[config.mk]
export PLATFORM = sky130hd
export DESIGN_NAME = host_bus_slave
export DESIGN_NICKNAME = d
export VERILOG_FILES = /design/src/rtl/hbs_pkg.sv /design/src/rtl/hbs_sync.sv /design/src/rtl/hbs_capture.sv /design/src/rtl/hbs_store.sv /design/src/rtl/hbs_halfword.sv /design/src/rtl/host_bus_slave.sv
export SDC_FILE = /design/constraint.sdc
export NUM_CORES = 2
export LEC_CHECK = 0
export BUFFER_PORTS_ARGS = -buffer_cell sky130_fd_sc_hd__buf_2
export CAP_MARGIN = 20
export CORE_MARGIN = 10
export CORE_UTILIZATION = 38
export DETAILED_ROUTE_END_ITERATION = 12
export GPL_ROUTABILITY_DRIVEN = 0
export GPL_TIMING_DRIVEN = 0
export SLEW_MARGIN = 20
export SYNTH_ARGS = -nofsm -noshare
export SYNTH_HDL_FRONTEND = slang
export SYNTH_SLANG_ARGS = --single-unit
export TNS_END_PERCENT = 20
[constraint.sdc]
create_clock -name clk_i -period 3.3 [get_ports clk_i]
set_input_delay 0.33 -clock clk_i [delete_from_list [all_inputs] [get_ports clk_i]]
set_output_delay 0.33 -clock clk_i [all_outputs]
set_load 0.02 [all_outputs]
[src/rtl/hbs_pkg.sv]
package hbs_pkg;
  typedef enum logic [1:0] {ST_IDLE, ST_FETCH, ST_READY} seq_st_e;

  typedef struct packed {
    logic mem;
    logic rnw;
    logic hi;
  } bus_ctl_t;
endpackage

[src/rtl/hbs_sync.sv]
module hbs_sync #(
  parameter int W      = 2,
  parameter int STAGES = 2
) (
  input  logic         clk_i,
  input  logic         rst_ni,
  input  logic [W-1:0] d_i,
  output logic [W-1:0] q_o
);
  logic [W-1:0] chain_q [STAGES];

  for (genvar s = 0; s < STAGES; s++) begin : g_stage
    if (s == 0) begin : g_first
      always_ff @(posedge clk_i or negedge rst_ni)
        if (!rst_ni) chain_q[s] <= '1;
        else         chain_q[s] <= d_i;
    end else begin : g_next
      always_ff @(posedge clk_i or negedge rst_ni)
        if (!rst_ni) chain_q[s] <= '1;
        else         chain_q[s] <= chain_q[s-1];
    end
  end

  assign q_o = chain_q[STAGES-1];
endmodule

[src/rtl/hbs_capture.sv]
module hbs_capture
  import hbs_pkg::*;
#(
  parameter int ADDR_W = 8
) (
  input  logic              clk_i,
  input  logic              rst_ni,
  input  logic              mux_i,
  input  logic              ale_i,
  input  logic [ADDR_W-1:0] sep_addr_i,
  input  logic [ADDR_W-1:0] mux_addr_i,
  input  bus_ctl_t          ctl_i,
  output logic [ADDR_W-1:0] addr_o,
  output bus_ctl_t          ctl_o
);
  logic [ADDR_W-1:0] lat_addr_q;
  bus_ctl_t          lat_ctl_q;

  // lines are held stable for the whole latch-enable window
  always_ff @(posedge clk_i or negedge rst_ni)
    if (!rst_ni) begin
      lat_addr_q <= '0;
      lat_ctl_q  <= '0;
    end else if (ale_i) begin
      lat_addr_q <= mux_addr_i;
      lat_ctl_q  <= ctl_i;
    end

  assign addr_o = mux_i ? lat_addr_q : sep_addr_i;
  assign ctl_o  = mux_i ? lat_ctl_q  : ctl_i;
endmodule

[src/rtl/hbs_store.sv]
module hbs_store #(
  parameter int DEPTH = 16,
  parameter int DW    = 32,
  localparam int IW   = $clog2(DEPTH)
) (
  input  logic          clk_i,
  input  logic          rst_ni,
  input  logic          we_i,
  input  logic [IW-1:0] wa_i,
  input  logic [DW-1:0] wd_i,
  input  logic [IW-1:0] ra_i,
  output logic [DW-1:0] rd_o
);
  logic [DW-1:0] word_q [DEPTH];

  always_ff @(posedge clk_i or negedge rst_ni)
    if (!rst_ni) begin
      for (int i = 0; i < DEPTH; i++) word_q[i] <= '0;
    end else if (we_i) begin
      word_q[wa_i] <= wd_i;
    end

  assign rd_o = word_q[ra_i];
endmodule

[src/rtl/hbs_halfword.sv]
module hbs_halfword #(
  parameter int ADDR_W = 8,
  parameter int HW     = 16
) (
  input  logic              clk_i,
  input  logic              rst_ni,
  input  logic              cmp_mem_i,
  input  logic              cmp_hi_i,
  input  logic [ADDR_W-1:0] cmp_addr_i,
  input  logic [HW-1:0]     wr_half_i,
  input  logic              hold_ld_i,
  input  logic              hold_ld_mem_i,
  input  logic              hold_ld_hi_i,
  input  logic [ADDR_W-1:0] hold_ld_addr_i,
  input  logic [HW-1:0]     hold_ld_half_i,
  input  logic              hold_clr_i,
  input  logic              stage_ld_i,
  input  logic              stage_clr_i,
  output logic              hold_hit_o,
  output logic [HW-1:0]     hold_half_o,
  output logic              stage_hit_o,
  output logic              stage_vld_o,
  output logic [HW-1:0]     stage_half_o
);
  logic              hold_vld_q, hold_mem_q, hold_hi_q;
  logic [ADDR_W-1:0] hold_addr_q;
  logic [HW-1:0]     hold_half_q;
  logic              stage_vld_q, stage_mem_q, stage_hi_q;
  logic [ADDR_W-1:0] stage_addr_q;
  logic [HW-1:0]     stage_half_q;

  // hold_hi_q records the half still owed to the host
  always_ff @(posedge clk_i or negedge rst_ni)
    if (!rst_ni) begin
      hold_vld_q  <= 1'b0;
      hold_mem_q  <= 1'b0;
      hold_hi_q   <= 1'b0;
      hold_addr_q <= '0;
      hold_half_q <= '0;
    end else if (hold_ld_i) begin
      hold_vld_q  <= 1'b1;
      hold_mem_q  <= hold_ld_mem_i;
      hold_hi_q   <= ~hold_ld_hi_i;
      hold_addr_q <= hold_ld_addr_i;
      hold_half_q <= hold_ld_half_i;
    end else if (hold_clr_i) begin
      hold_vld_q  <= 1'b0;
    end

  always_ff @(posedge clk_i or negedge rst_ni)
    if (!rst_ni) begin
      stage_vld_q  <= 1'b0;
      stage_mem_q  <= 1'b0;
      stage_hi_q   <= 1'b0;
      stage_addr_q <= '0;
      stage_half_q <= '0;
    end else if (stage_ld_i) begin
      stage_vld_q  <= 1'b1;
      stage_mem_q  <= cmp_mem_i;
      stage_hi_q   <= cmp_hi_i;
      stage_addr_q <= cmp_addr_i;
      stage_half_q <= wr_half_i;
    end else if (stage_clr_i) begin
      stage_vld_q  <= 1'b0;
    end

  assign hold_hit_o   = hold_vld_q && (hold_mem_q == cmp_mem_i) &&
                        (hold_addr_q == cmp_addr_i) && (hold_hi_q == cmp_hi_i);
  assign hold_half_o  = hold_half_q;
  assign stage_hit_o  = stage_vld_q && (stage_mem_q == cmp_mem_i) &&
                        (stage_addr_q == cmp_addr_i) && (stage_hi_q != cmp_hi_i);
  assign stage_vld_o  = stage_vld_q;
  assign stage_half_o = stage_half_q;
endmodule

[src/rtl/host_bus_slave.sv]
module host_bus_slave
  import hbs_pkg::*;
#(
  parameter int ADDR_W    = 8,
  parameter int DATA_W    = 32,
  parameter int REG_WORDS = 16,
  parameter int MEM_WORDS = 64
) (
  input  logic              clk_i,
  input  logic              rst_ni,
  input  logic              cfg_mux_i,
  input  logic              cfg_half_i,
  input  logic              cs_ni,
  input  logic              strb_ni,
  input  logic              ale_i,
  input  logic              rnw_i,
  input  logic              mem_sel_i,
  input  logic              hi_half_i,
  input  logic [ADDR_W-1:0] addr_i,
  input  logic [DATA_W-1:0] data_i,
  output logic [DATA_W-1:0] rdata_o,
  output logic              rdata_oe_o,
  output logic              rdy_no
);
  localparam int HALF_W = DATA_W / 2;
  localparam int NSTORE = 2;

  logic [1:0]        sync_q;
  logic              cs_s, strb_s, strb_s_d, det_fall;
  bus_ctl_t          ctl_raw, cur_ctl;
  logic [ADDR_W-1:0] cur_addr;
  seq_st_e           st_q;
  logic              in_idle, in_fetch, go;
  logic              rdy_q;
  logic [DATA_W-1:0] rdata_q;
  logic [ADDR_W-1:0] req_addr_q;
  logic              req_mem_q, req_hi_q;
  logic              hold_hit, stage_hit, stage_vld;
  logic [HALF_W-1:0] hold_half, stage_half;
  logic              rd_sec, long_req, wr_go, wr_stage, wr_commit, we_any;
  logic              hold_ld, hold_clr;
  logic [DATA_W-1:0] wr_word, fetched;
  logic [HALF_W-1:0] fetch_half, keep_half;
  logic [DATA_W-1:0] rd_word [NSTORE];

  hbs_sync #(.W(2), .STAGES(2)) u_sync (
    .clk_i (clk_i),
    .rst_ni(rst_ni),
    .d_i   ({cs_ni, strb_ni}),
    .q_o   (sync_q)
  );
  assign cs_s   = sync_q[1];
  assign strb_s = sync_q[0];

  always_ff @(posedge clk_i or negedge rst_ni)
    if (!rst_ni) strb_s_d <= 1'b1;
    else         strb_s_d <= strb_s;

  assign det_fall = strb_s_d & ~strb_s;

  assign ctl_raw = {mem_sel_i, rnw_i, hi_half_i};

  hbs_capture #(.ADDR_W(ADDR_W)) u_capture (
    .clk_i     (clk_i),
    .rst_ni    (rst_ni),
    .mux_i     (cfg_mux_i),
    .ale_i     (ale_i),
    .sep_addr_i(addr_i),
    .mux_addr_i(data_i[ADDR_W-1:0]),
    .ctl_i     (ctl_raw),
    .addr_o    (cur_addr),
    .ctl_o     (cur_ctl)
  );

  assign in_idle  = (st_q == ST_IDLE);
  assign in_fetch = (st_q == ST_FETCH);
  assign go       = in_idle & det_fall & ~cs_s;

  // access classification at the detected strobe fall
  assign rd_sec    = cfg_half_i & hold_hit;
  assign long_req  = cur_ctl.rnw & ~rd_sec;
  assign wr_go     = go & ~cur_ctl.rnw;
  assign wr_commit = wr_go & cfg_half_i & stage_hit;
  assign wr_stage  = wr_go & cfg_half_i & ~stage_hit;
  assign we_any    = wr_go & (~cfg_half_i | stage_hit);
  assign hold_ld   = in_fetch & cfg_half_i;
  assign hold_clr  = (go & cur_ctl.rnw & rd_sec) | wr_go;

  assign wr_word = !cfg_half_i ? data_i :
                   cur_ctl.hi  ? {data_i[HALF_W-1:0], stage_half} :
                                 {stage_half, data_i[HALF_W-1:0]};

  for (genvar g = 0; g < NSTORE; g++) begin : g_store
    localparam int DEPTH = (g == 0) ? REG_WORDS : MEM_WORDS;
    localparam int IW    = $clog2(DEPTH);
    hbs_store #(.DEPTH(DEPTH), .DW(DATA_W)) u_store (
      .clk_i (clk_i),
      .rst_ni(rst_ni),
      .we_i  (we_any && (cur_ctl.mem == 1'(g))),
      .wa_i  (cur_addr[IW-1:0]),
      .wd_i  (wr_word),
      .ra_i  (req_addr_q[IW-1:0]),
      .rd_o  (rd_word[g])
    );
  end

  assign fetched    = req_mem_q ? rd_word[1] : rd_word[0];
  assign fetch_half = req_hi_q ? fetched[DATA_W-1:HALF_W] : fetched[HALF_W-1:0];
  assign keep_half  = req_hi_q ? fetched[HALF_W-1:0] : fetched[DATA_W-1:HALF_W];

  hbs_halfword #(.ADDR_W(ADDR_W), .HW(HALF_W)) u_halfword (
    .clk_i         (clk_i),
    .rst_ni        (rst_ni),
    .cmp_mem_i     (cur_ctl.mem),
    .cmp_hi_i      (cur_ctl.hi),
    .cmp_addr_i    (cur_addr),
    .wr_half_i     (data_i[HALF_W-1:0]),
    .hold_ld_i     (hold_ld),
    .hold_ld_mem_i (req_mem_q),
    .hold_ld_hi_i  (req_hi_q),
    .hold_ld_addr_i(req_addr_q),
    .hold_ld_half_i(keep_half),
    .hold_clr_i    (hold_clr),
    .stage_ld_i    (wr_stage),
    .stage_clr_i   (wr_commit),
    .hold_hit_o    (hold_hit),
    .hold_half_o   (hold_half),
    .stage_hit_o   (stage_hit),
    .stage_vld_o   (stage_vld),
    .stage_half_o  (stage_half)
  );

  always_ff @(posedge clk_i or negedge rst_ni)
    if (!rst_ni) begin
      st_q       <= ST_IDLE;
      rdy_q      <= 1'b1;
      rdata_q    <= '0;
      req_addr_q <= '0;
      req_mem_q  <= 1'b0;
      req_hi_q   <= 1'b0;
    end else begin
      case (st_q)
        ST_IDLE: if (go) begin
          req_addr_q <= cur_addr;
          req_mem_q  <= cur_ctl.mem;
          req_hi_q   <= cur_ctl.hi;
          if (long_req) begin
            st_q <= ST_FETCH;
          end else begin
            rdy_q <= 1'b0;
            st_q  <= ST_READY;
            if (cur_ctl.rnw) rdata_q <= {{HALF_W{1'b0}}, hold_half};
          end
        end
        ST_FETCH: begin
          rdata_q <= cfg_half_i ? {{HALF_W{1'b0}}, fetch_half} : fetched;
          rdy_q   <= 1'b0;
          st_q    <= ST_READY;
        end
        ST_READY: if (strb_s) begin
          rdy_q <= 1'b1;
          st_q  <= ST_IDLE;
        end
        default: st_q <= ST_IDLE;
      endcase
    end

  assign rdata_o    = rdata_q;
  assign rdata_oe_o = ~cs_ni & ~strb_ni & rnw_i;
  assign rdy_no     = rdy_q;
endmodule

### Word level (Yosys, flattened, before mapping)

Index checks and enable logic that the tools add are counted.

* equal/unequal tests: 12
* muxes and demuxes: 36
* bitwise gates (word level): 31
* magnitude comparators: 6
* reductions and logical operators: 19

Operators by type and width (count)
* bitwise mux 2048 bit: 1
* bitwise mux 512 bit: 1
* 2-to-1 mux 32 bit: 13
* binary-select mux 32 bit (select 6 bit): 1
* demux 32 bit (select 6 bit): 1
* binary-select mux 32 bit (select 4 bit): 1
* demux 32 bit (select 4 bit): 1
* case mux 32 bit (2 select lines): 1
* 2-to-1 mux 16 bit: 2
* equality test 8 bit: 2
* bitwise AND 1 bit: 15
* >= comparator 7 bit (second input constant): 2
* NOT 6 -> 7 bit: 2
* >= comparator 5 bit (second input constant): 2
* logical AND 1 bit: 10
* NOT 1 bit: 10
* NOT 4 -> 5 bit: 2
* 2-to-1 mux 8 bit: 1
* AND reduction 4 bit: 2
* < comparator 7 x 1 -> 1 bit (second input constant): 1
* 2-to-1 mux 1 bit: 7
* 2-to-1 mux 2 bit: 3
* case mux 2 bit (3 select lines): 1
* nonzero test 2 bit: 3
* 13 further kinds: 19

* logic and storage cells: 207
* bits in registers: 2675
* input port bits: 50

### Logic depth before layout (Yosys ltp)

* depth after elaboration: 11
* gate-level depth with buffers: 12

### Hierarchy

From an unflattened synthesis, not the netlist that was laid out.

* cell total of the unflattened synthesis: 7701
* area, all modules: 121564.1 µm²

By module, submodules not included
* hbs_store at g_store[1].u_store: cells each 5788, area an instance 92511.2 µm², instances 1
* hbs_store at g_store[0].u_store: cells each 1404, area an instance 22774.3 µm², instances 1
* host_bus_slave: cells each 323, area an instance 3128.0 µm², instances 1
* hbs_halfword: cells each 145, area an instance 2409.8 µm², instances 1
* hbs_capture: cells each 35, area an instance 620.6 µm², instances 1
* hbs_sync: cells each 6, area an instance 120.1 µm², instances 1

### Least setup slack after synthesis

No wires, ideal clock.

* path kind: reg2reg
* start: register req_addr_q[0]
* end: register rdata_q[2] (netlist: rdata_o[2])
* stages on the path, launching flop included: 9
* arrival time: 2710 ps
* path slack: 445 ps
* required time: 3155 ps
* period minus slack after synthesis: 2855 ps
* setup time: 145 ps
* path through: dfrtp_1 -> buf_2 -> buf_1 -> buf_2 -> mux4_2 -> a221oi_1 -> o21bai_1 -> o32ai_1 -> o221ai_1

* word-level cells in the longest chain between the ends: 8
* elaborated cells between the ends (all ways): 12
* classes of those cells: 10 x mux; 2 x bitwise

Ends and longest elaborated chain
* start: declaration: line host_bus_slave.sv:36 `logic [ADDR_W-1:0] req_addr_q;`
* start signal: assignment: line host_bus_slave.sv:144 `req_addr_q <= cur_addr;`
* NOT 6 -> 7 bit (not written as such) or NOT 4 -> 5 bit (tied branches): line hbs_store.sv:23 `assign rd_o = word_q[ra_i];`
* binary-select mux 32 bit (select 6 bit) or binary-select mux 32 bit (select 4 bit) (tied branches): line hbs_store.sv:23
* 2-to-1 mux 32 bit (not written as such) (2 in series): line hbs_store.sv:23
* 2-to-1 mux 32 bit (*): line host_bus_slave.sv:107 `assign fetched = req_mem_q ? rd_word[1] : rd_word[0];`
* 2-to-1 mux 16 bit: line host_bus_slave.sv:108 `assign fetch_half = req_hi_q ? fetched[DATA_W-1:HALF_W] : fetched[HALF_W-1:0];`
* 2-to-1 mux 32 bit (*): line host_bus_slave.sv:156 `rdata_q <= cfg_half_i ? {{HALF_W{1'b0}}, fetch_half} : fetched;`
* case mux 32 bit (2 select lines) (*): line host_bus_slave.sv:142 `case (st_q)`
* end signal: assignment: line host_bus_slave.sv:152 `if (cur_ctl.rnw) rdata_q <= {{HALF_W{1'b0}}, hold_half};`
* end signal: assignment: line host_bus_slave.sv:156
* end: declaration: line host_bus_slave.sv:35 `logic [DATA_W-1:0] rdata_q;`

Every way passes the cells marked *; elsewhere a longest branch is shown, timed or not. The select of a mux whose other input is x is not followed.
A chain may end at the register's enable or synchronous reset.

### Worst setup path in the final report

* start: register req_addr_q[1]
* end: register u_halfword.hold_half_q[3] (netlist: u_halfword.hold_half_o[3])

* word-level cells in the longest chain between the ends: 6
* elaborated cells between the ends (all ways): 10
* classes of those cells: 8 x mux; 2 x bitwise

Ends and longest elaborated chain
* NOT 6 -> 7 bit (not written as such) or NOT 4 -> 5 bit (tied branches): line hbs_store.sv:23
* binary-select mux 32 bit (select 6 bit) or binary-select mux 32 bit (select 4 bit) (tied branches): line hbs_store.sv:23
* 2-to-1 mux 32 bit (not written as such) (2 in series): line hbs_store.sv:23
* 2-to-1 mux 32 bit (*): line host_bus_slave.sv:107
* 2-to-1 mux 16 bit (*): line host_bus_slave.sv:109 `assign keep_half = req_hi_q ? fetched[HALF_W-1:0] : fetched[DATA_W-1:HALF_W];`
* end signal: assignment: line hbs_halfword.sv:45 `hold_half_q <= hold_ld_half_i;`
* end: declaration: line hbs_halfword.sv:27 `logic [HW-1:0] hold_half_q;`

Marks and branches as above.

==> summary.md <==
| Metric | Value |
|---|---|
| Grt peak-use layer | met2 |
| Clk buf depth | 4 |
| Violated checks | hold timing, setup timing |
| Slew headroom | 0.120 |
| Sequential fraction of the synthesis area | 0.547 |
| Number of global-route vias before repair | 83600 |
| Final Setup Violations | 261 |
| Vias/cell | 6.16 |
| Status | complete, but fails checks |
| Main combinational cell family by area after synthesis | multiplexers |
| Async SR Flop Fraction | 1.00 |
| Clk network pwr share | 0.361 |
| CP Launch Type | flip-flop |
| Switching Fraction | 0.336 |
| CTS HTree Levels | 5 |
| Adder-Cell Fraction of Synth Area | 0 |
| GR Util met2 | 0.411 |
| CP required | 4.06 ns |
| Post-layout nets | 9007 |
| Post-synth EDFFs | 0 |
| Yosys cell types | 70 |
| Die ar. | 345000 µm² |
| Max-slew violation count | 0 |
| M3 GR Usage | 0.109 |
| Syn_area_per_cell | 15.2 µm² |
| Root buf cell | clkbuf_16 |
| Total core area | 321000 µm² |
| ANT nets after route | 0 |
| Grt met1 use | 0.366 |
| Main synth FF type | dfrtp_1 |
| RSZ-0062 raised after global routing | true |
| Crit-path cells | buf_12 > buf_16 > buf_16 > buf_16 > buf_8 > buf_16 > mux4_2 > a22oi_2 > nand4_1 > o211ai_1 > nand3_1 |
| CTS clk-pin slew, worst paths | 0.06 ns |
| Share of layout cells above drive strength 1 | 0.501 |
| Post-Syn Instances | 8066 |
| Most used cell, CP | buf_16 |
| Pre-CTS setup slack | -3.26 ns |
| Reg-to-reg slack, setup | -0.42 ns |
| MaxCap Viol Count | 0 |
| Clock tree sinks | 2675 |
| NetSw | 30.8 mW |
| Worst reg-to-reg path cell count | 11 |
| CTS tree | done |
| Wire per inst | 38.0 µm |
| R2r startpoint | req_addr_q[1] |
| TritonCTS buffer count | 293 |
| Initial antenna violation count | 50 |
| IO buf count | 82 |
| Io pins | 84 |
| Starting density of the core | 0.381 |
| Remaining Overflow, GRT | 0 |
| Critical-path top delay cell | o211ai_1 |
| Initial drt markers | 9406 |
| Fill cell count | 27300 |
| Clock latency on the worst-skew pair | 0.93 ns |
| Worst Hold Slack | -0.355 ns |
| Post-CTS Hold Buffers | 41 |
| Combinational share of power | 0.263 |
| Final period utilization | 1.13 |
| Worst hold path type | input pin to async pin |
| P_int | 60.8 mW |
| Lkg Pwr | 71.8 nW |
| Worst-Margin Slew | 1.31 ns |
| Final HPWL DP | 365000 µm |
| CP arrival | 4.48 ns |
| Slowest Stage Delay on Critical Path | 0.75 ns |
| PwrDens | 614 nW/µm² |
| Area growth, synth to finish | 22.0% |
| Mapped cell area | 122000 µm² |
| Multi-input gate area | 54100 µm² |
| Post-synthesis xor/xnor area fraction | 0.00143 |
| Chip height | 587 µm |
| Simple-gate area share of the yosys netlist | 0.0260 |
| Crit path time final | 3.72 ns |
| GRT Overall Usage | 0.288 |
| Row cnt | 208 |
| Ys Warns | 0 |
| Mux contribution to synthesized area | 0.365 |
| VDD IR-drop max | 410 µV |
| Layout Cells excl Fill | 13500 |
| #FFs+latches synth | 2675 |
| R2R Path End | u_halfword.hold_half_o[3] |
| Seq pwr share | 0.376 |
| Clock skew | 0.0692 ns |
| First-pass GRT wire length | 698000 µm |
| Crit-path max FO | 6 |
| Critical path class | flip-flop to flip-flop |
| Syn nets | 8116 |
| Die width | 587 µm |
| Worst setup EP type | flip-flop |
| Routed WL | 514000 µm |
| Fmax | 269 MHz |
| Register area | 67000 µm² |
| Crit path from | req_addr_q[1] |
| Share of the core filled with cells | 0.465 |
| Final WS setup | -0.420 ns |
| DRT Pass-1 Iters | 8 |
| DR DRC count | 0 |
| Pin count of the biggest net entering global routing | 143 |
| Via count | 83200 |
| Post-synthesis compound-gate area fraction | 0.0322 |
| Final Hold Vio Count | 121 |
| Placed cells | 12600 |
-- worst max path at each step --
| stage | end | slack (ns) | cells past startpoint |
|---|---|---|---|
| finish | u_halfword.hold_half_o[3] | -0.42 | 11 |
| global route | u_halfword.hold_half_o[9] | -0.27 | 9 |
| CTS | u_halfword.hold_half_o[6] | -0.23 | 9 |
| detailed placement | rdata_o[14] | -3.26 | 11 |
| global placement | g_store[1].u_store.word_q[1527] | -55.35 | 1 |
| floorplan | rdata_o[2] | 0.44 | 8 |
-- synth_stat cells (12+ instances only) --
master     number  share of area
dfrtp_1      2669           0.55
mux2_2       2258           0.21
mux4_2        535          0.098
clkbuf_1      404          0.012
mux2_1        385          0.035
buf_2         319          0.013
mux2i_1       276          0.023
nand2_1       208         0.0064
a22oi_1       140         0.0086
nor2_1         96         0.0029
a21oi_1        79         0.0032
a22o_1         70         0.0050
nor3_2         68         0.0056
buf_1          65         0.0020
nand3_1        54         0.0022
a221oi_1       49         0.0035
o21ai_0        39         0.0016
o22ai_1        39         0.0020
a31oi_1        35         0.0018
nand4_1        27         0.0014
nand2b_1       20         0.0010
o211ai_1       18         0.0011
nor2b_1        17        0.00087
o221ai_1       14         0.0010
o2bb2ai_1      12        0.00086
-- worst max-delay path: cells and delay by family, from the launching register on --
kind,cells,cell delay [ns]
muxes,1,0.33
AOI/OAI and AO/OA,2,1.25
and+or+nand+nor,2,0.44
DFF,1,0.38
buffers and inverters,6,1.12
-- kinds of logic (layout without fill, tap and decap cells) --
family / after synthesis / in the layout
buffers and inverters: 803 / 1911
and+or+nand+nor: 564 / 564
DFF: 2675 / 2675
xor gates and xnor gates: 20 / 20
other: 0 / 32
AOI/OAI and AO/OA: 546 / 546
muxes: 3458 / 3458
-- registers in the layout (all words and copies together) (netlist names), 2 cells and up --
| signal | count |
|---|---|
| req_addr_q | 8 |
| g_store.u_store.word_q | 2560 |
| u_halfword.hold_addr_q | 8 |
| u_sync.chain_q | 2 |
| u_capture.lat_ctl_q | 3 |
| u_capture.lat_addr_q | 8 |
| st_q | 2 |
| u_halfword.stage_half_o | 16 |
| u_halfword.stage_addr_q | 8 |
| rdata_o | 32 |
| u_halfword.hold_half_o | 16 |
| u_sync.q_o | 2 |
-- repair_timing --
item	CTS	global route
pin swaps	117	76
setup buffers	214	168
gates resized for setup	901	236
endpoints found under the setup margin	2922	2501
hold endpoints to repair	220	121
gates cloned	3	2
-- metrics by stage --
step | TNS (ns) | instance area [µm²] | hold WS [ns] | power [mW]
2_1_floorplan | 0 | 122000 | 0.0344 | 42.1
3_3_place_gp | - | 128000 | 0.347 | 52.4
3_5_place_dp | -3388.50 | 131000 | 0.348 | 53.8
4_1_cts | -26.96 | 147000 | -0.328 | 89.3
5_1_grt | -39.98 | 149000 | -0.329 | 92.8
6_report | -12.81 | 149000 | -0.355 | 91.7
-- layout by cell type (no fill, tap or decap), types with 104 or more instances in the layout --
| cell type | netlist | routed |
|---|---|---|
| buf_12 | 0 | 128 |
| buf_4 | 4 | 387 |
| clkbuf_16 | 0 | 318 |
| mux2_2 | 2258 | 2254 |
| buf_16 | 0 | 104 |
| mux4_2 | 535 | 535 |
| a22oi_1 | 140 | 124 |
| dfrtp_1 | 2669 | 2662 |
| mux2i_1 | 276 | 262 |
| clkbuf_1 | 404 | 366 |
| buf_2 | 319 | 228 |
| nand2_1 | 208 | 204 |
| mux2_1 | 385 | 385 |
-- final cells by class --
| cell class | instances | area share |
|---|---|---|
| tap | 4305 | 0.0361 |
| clock buffer | 445 | 0.0586 |
| timing repair buffer | 614 | 0.0478 |
| inverter | 8 | 0.000235 |
| multi-input combinational | 4588 | 0.362 |
| buffer | 777 | 0.0414 |
| antenna | 32 | 0.000536 |
| sequential | 2675 | 0.449 |
| clock inverter | 67 | 0.00469 |
-- layer usage --
metal	share of wire	vias to the layer above	wire length, µm
li1	-	31800	-
met1	0.38	44800	194000
met2	0.42	4954	214000
met3	0.12	1581	62000
met4	0.085	24	43700
met5	0.00042	-	218
-- power groups by stage --
stage / clock, mW / sequential [mW] / combinational, mW
2_1_floorplan: 0 / 34.9 / 7.28
3_3_place_gp: 0 / 35.0 / 17.3
3_5_place_dp: 0 / 35.0 / 18.8
4_1_cts: 33.2 / 34.4 / 21.7
5_1_grt: 34.5 / 34.5 / 23.8
6_report: 33.1 / 34.4 / 24.1
Power figures use the tool's default switching activity.
